--- config.mk ---
export PLATFORM = sky130hd
export DESIGN_NAME = ring_status_unit
export DESIGN_NICKNAME = d
export VERILOG_FILES = /design/src/rtl/ring_stat_pkg.sv /design/src/rtl/ring_rst_sync.sv /design/src/rtl/ring_sync.sv /design/src/rtl/ring_edge_detect.sv /design/src/rtl/ring_event_latch.sv /design/src/rtl/ring_status_unit.sv
export SDC_FILE = /design/constraint.sdc
export NUM_CORES = 1
export LEC_CHECK = 0
export BUFFER_PORTS_ARGS = -buffer_cell sky130_fd_sc_hd__clkbuf_2
export CORE_AREA = 2 2 39 41
export CTS_BUF_LIST = sky130_fd_sc_hd__clkbuf_8
export DETAILED_ROUTE_END_ITERATION = 6
export DIE_AREA = 0 0 41 43
export HOLD_SLACK_MARGIN = 0.05
export PLACE_DENSITY_LB_ADDON = 0.1
export SKIP_LAST_GASP = 1
export SLEW_MARGIN = 20
export SYNTH_ARGS = -nofsm -noshare
export SYNTH_HDL_FRONTEND = slang
export SYNTH_HIERARCHICAL = 1
export SYNTH_SLANG_ARGS = --single-unit
--- constraint.sdc ---
create_clock -name clk -period 0.8 [get_ports clk]
set_clock_uncertainty 0.15 [all_clocks]
set_input_delay 0.08 -clock clk [delete_from_list [all_inputs] [get_ports clk]]
set_output_delay 0.08 -clock clk [all_outputs]
set_load 0.01 [all_outputs]
--- src/rtl/ring_stat_pkg.sv ---
package ring_stat_pkg;
  localparam int STAT_W     = 8;
  localparam int LEVEL_POS  = 6;
  localparam int CHANGE_POS = 2;

  typedef logic [STAT_W-1:0] stat_word_t;

  localparam stat_word_t USED_MASK = stat_word_t'((1 << LEVEL_POS) | (1 << CHANGE_POS));
endpackage

--- src/rtl/ring_rst_sync.sv ---
module ring_rst_sync #(
  parameter int STAGES = 2
) (
  input  logic clk,
  input  logic rst_n,
  output logic rst_n_sync
);
  logic [STAGES-1:0] chain_q;
  logic [STAGES-1:0] chain_d;

  generate
    if (STAGES == 1) begin : g_one
      always_comb chain_d = 1'b1;
    end else begin : g_many
      always_comb chain_d = {chain_q[STAGES-2:0], 1'b1};
    end
  endgenerate

  always_ff @(posedge clk or negedge rst_n) begin
    if (!rst_n) chain_q <= '0;
    else        chain_q <= chain_d;
  end

  assign rst_n_sync = chain_q[STAGES-1];
endmodule

--- src/rtl/ring_sync.sv ---
module ring_sync #(
  parameter int STAGES = 2
) (
  input  logic clk,
  input  logic rst_n,
  input  logic d_async,
  output logic q_sync
);
  logic [STAGES-1:0] chain_q;
  logic [STAGES-1:0] chain_d;

  generate
    if (STAGES == 1) begin : g_one
      always_comb chain_d = d_async;
    end else begin : g_many
      always_comb chain_d = {chain_q[STAGES-2:0], d_async};
    end
  endgenerate

  always_ff @(posedge clk or negedge rst_n) begin
    if (!rst_n) chain_q <= '0;
    else        chain_q <= chain_d;
  end

  assign q_sync = chain_q[STAGES-1];
endmodule

--- src/rtl/ring_edge_detect.sv ---
module ring_edge_detect #(
  parameter int SETTLE = 2
) (
  input  logic clk,
  input  logic rst_n,
  input  logic level,
  output logic armed,
  output logic rise
);
  localparam int CW = $clog2(SETTLE + 2);
  localparam logic [CW-1:0] ARM_AT = CW'(SETTLE + 1);

  logic [CW-1:0] cnt_q, cnt_d;
  logic          hist_q, hist_d;
  logic          cnt_en;

  always_comb begin
    armed  = (cnt_q == ARM_AT);
    cnt_en = !armed;
    cnt_d  = cnt_q + 1'b1;
    hist_d = level;
    rise   = armed && level && !hist_q;
  end

  always_ff @(posedge clk or negedge rst_n) begin
    if (!rst_n)      cnt_q <= '0;
    else if (cnt_en) cnt_q <= cnt_d;
  end

  always_ff @(posedge clk or negedge rst_n) begin
    if (!rst_n) hist_q <= 1'b0;
    else        hist_q <= hist_d;
  end
endmodule

--- src/rtl/ring_event_latch.sv ---
module ring_event_latch (
  input  logic clk,
  input  logic rst_n,
  input  logic rise,
  input  logic rd_strobe,
  input  logic irq_enable,
  output logic change_flag,
  output logic irq_pend
);
  logic change_q, change_d;
  logic irq_q, irq_d;
  logic upd_en;

  always_comb begin
    upd_en   = rise || rd_strobe;
    change_d = rise || (change_q && !rd_strobe);
    irq_d    = (rise && irq_enable) || (irq_q && !rd_strobe);
  end

  always_ff @(posedge clk or negedge rst_n) begin
    if (!rst_n) begin
      change_q <= 1'b0;
      irq_q    <= 1'b0;
    end else if (upd_en) begin
      change_q <= change_d;
      irq_q    <= irq_d;
    end
  end

  assign change_flag = change_q;
  assign irq_pend    = irq_q;
endmodule

--- src/rtl/ring_status_unit.sv ---
module ring_status_unit
  import ring_stat_pkg::*;
#(
  parameter int SYNC_STAGES = 2,
  parameter int RST_STAGES  = 2
) (
  input  logic              clk,
  input  logic              rst_n,
  input  logic              ring_in,
  input  logic              rd_strobe,
  input  logic              irq_enable,
  output logic [STAT_W-1:0] rd_data,
  output logic              irq_req
);
  logic rst_n_int;
  logic ring_lvl;
  logic edge_armed;
  logic ring_rise;
  logic change_flag;
  logic irq_pend;

  ring_rst_sync #(.STAGES(RST_STAGES)) u_rst (
    .clk        (clk),
    .rst_n      (rst_n),
    .rst_n_sync (rst_n_int)
  );

  ring_sync #(.STAGES(SYNC_STAGES)) u_sync (
    .clk     (clk),
    .rst_n   (rst_n_int),
    .d_async (ring_in),
    .q_sync  (ring_lvl)
  );

  ring_edge_detect #(.SETTLE(SYNC_STAGES)) u_edge (
    .clk   (clk),
    .rst_n (rst_n_int),
    .level (ring_lvl),
    .armed (edge_armed),
    .rise  (ring_rise)
  );

  ring_event_latch u_latch (
    .clk         (clk),
    .rst_n       (rst_n_int),
    .rise        (ring_rise),
    .rd_strobe   (rd_strobe),
    .irq_enable  (irq_enable),
    .change_flag (change_flag),
    .irq_pend    (irq_pend)
  );

  always_comb begin
    rd_data             = '0;
    rd_data[LEVEL_POS]  = ring_lvl;
    rd_data[CHANGE_POS] = change_flag;
  end

  assign irq_req = irq_pend;
endmodule

==> results.md <==
- Root buf cell: clkbuf_8
- Hold Violations, Final: 9
- CTS Sinks: 9
- Cell Area, Synth: 360 um2
- Worst setup margin: -0.471 ns
- Vias in the first global route: 191
- Power Total: 0.00108 W
- All-Layer GR Usage: 7.85%
- Gpl congestion: 0.542
- CP required: 0.76 ns
- Worst vdd ir: 1390 uV
- Violated checks: hold timing, setup timing
- RSZ-0062 raised after global routing: true
- Share of cells above drive strength 1: 50.0%
- Syn_area_per_cell: 13.9 um2
- Clock transition at path regs: 0.04 ns
- Leak pwr: 0.268 nW
- Worst path cell trace: ha_4 -> and3b_2 -> a22o_1
- Die area: 1760 um2
- Pin count of the biggest net entering global routing: 8
- Detailed Route WL: 567 um
- Crit path DAT: 1.23 ns
- Fin cells: 58
- Slowest CP cell: dfrtp_1
- H-tree depth: 1
- Power Density: 2060 nW/um2
- Core Footprint: 1380 um2
- Tightest Hold Check Type: flip-flop to asynchronous set/reset pin
- IO buf count: 7
- Worst setup SP type: flip-flop
- Status: finished, violations left
- Vias per inst: 3.66
- Highest-count cells in the layout ignoring fill and taps: dfrtp_1, conb_1, clkbuf_2
- Row cnt: 14
- Period utilisation layout: 159%
- Initial Util: 26.0%
- Max Cap Violations: 0
- CP Class: flip-flop to flip-flop
- Grt total ovfl: 0
- Gate count of the mapped netlist: 26
- Top Ports: 14
- WL/cell: 9.78 um
- Post-route ant nets: 0
- Placed cell count: 49
- Clock Latency Late Sink: 0.23 ns
- Min Hold Slack: -0.0427 ns
- Clock Tree Buf Depth: 2
- Fin util: 37.7%
- Total Nets Final: 49
- Area Growth Syn to Fin: 44.8%
- CTS tree: yes
- Commonest non-fill, non-tap cell in the layout: dfrtp_1
- Post-route cell area: 522 um2
- Fmax: 787 MHz
- Final setup vio count: 8
- Post-synthesis cell type count: 10
- TritonCTS Buffers: 3
- # diodes: 0
- Vias post-DR: 212
- Minimum clock period: 1.27 ns
- Antenna violations before repair: 0
- Post-synthesis register bit count: 9
- Setup crit end kind: flip-flop
- Worst path max stage delay: 0.41 ns
- Buf+Inv Stages, Crit Path: 0
- First-pass GRT wire length: 772 um
- DRT Pass-1 Iters: 1
- DIE HEIGHT: 43 um
- Total negative slack: -2.31 ns
- Starting DRC count in detailed routing: 0
- DRC: 0
- Crit Path Max Fanout: 3
- Crit-path leading delay family: flip-flops
- Pins Over Slew Limit: 0
- Area after DPL: 409 um2
- Die X: 41 um
- Post-synthesis sequential area ratio: 62.5%
- # hold bufs at CTS: 2
- Warnings, synthesis: 6
[registers in the layout, summed over array words and instances, names as in the netlist]
register / count
u_edge/hist_q: 1
u_latch/irq_pend: 1
u_sync/chain_q: 2
u_edge/cnt_q: 2
u_latch/change_flag: 1
u_rst/chain_q: 2
[layout make-up]
cell class,instances,area [um2]
clock buffer,3,41.3
tap,16,20.0
fill,141,862
multi-input combinational,13,110
sequential,9,225
inverter,1,3.75
timing repair buffer,15,118
clock inverter,1,3.75
[cells in the mapped netlist]
cell | instances | area, um2
a21o_2 | 1 | 8.76
conb_1 | 2 | 7.51
xnor2_1 | 1 | 8.76
buf_4 | 8 | 60.1
dfrtp_1 | 9 | 225
ha_1 | 1 | 12.5
a22o_1 | 1 | 8.76
and3b_2 | 1 | 10.0
inv_1 | 1 | 3.75
mux2_4 | 1 | 15.0
[path summary, 6_finish.rpt]
kind / from / endpoint / slack (ns) / cells after the start
setup / recovery: u_edge/cnt_q[1] / u_latch/irq_pend / -0.47 / 3
hold / removal: u_rst/chain_q[1] / u_sync/chain_q[1] / -0.04 / 0
setup reg to reg: u_edge/cnt_q[1] / u_latch/irq_pend / -0.47 / 3
hold reg to reg: u_rst/chain_q[1] / u_sync/chain_q[1] / -0.04 / 0
max in group asynchronous: u_rst/chain_q[1] / u_edge/cnt_q[1] / 0.33 / 0
min in group clk: irq_enable / u_latch/irq_pend / -0.03 / 2
[metal layers]
metal | GRT usage [%] | part of all wire (%)
met1 | 7.43 | 37
met2 | 9.69 | 52
met3 | 9.42 | 11
met4 | 4.00 | 0
met5 | 0 | 0
[timing repair]
action	CTS	global route
endpoints found under the hold margin	12	11
setup buffers	1	2
endpoints found under the setup margin	7	8
pin swaps	0	0
gates resized for setup	1	5
[stage by stage]
stage,hold WS (ns),setup slack (ns)
after floorplan,-0.366,-0.419
after detailed placement,-0.284,-0.469
after CTS,-0.0346,-0.479
final,-0.0427,-0.471
after global routing,-0.0343,-0.502
after global placement,-0.285,-0.421
[power by group]
part	total [W]	internal [W]	leakage (nW)	switching, W
Combinational	0.0000772	0.0000415	0.140	0.0000356
Clock	0.000507	0.000334	0.0269	0.000173
Sequential	0.000492	0.000478	0.101	0.0000142
[cell families after synthesis]
logic type | count (synthesis) | synth area share [%]
other | 2 | 2.08
flip-flops | 9 | 62.5
buffers and inverters | 9 | 17.7
AO/OA/AOI/OAI | 2 | 4.86
adder cells (fa/ha/maj) | 1 | 3.47
multiplexers | 1 | 4.17
XOR/XNOR | 1 | 2.43
AND/OR/NAND/NOR | 1 | 2.78
No activity file was read; power rests on OpenSTA's default activity.
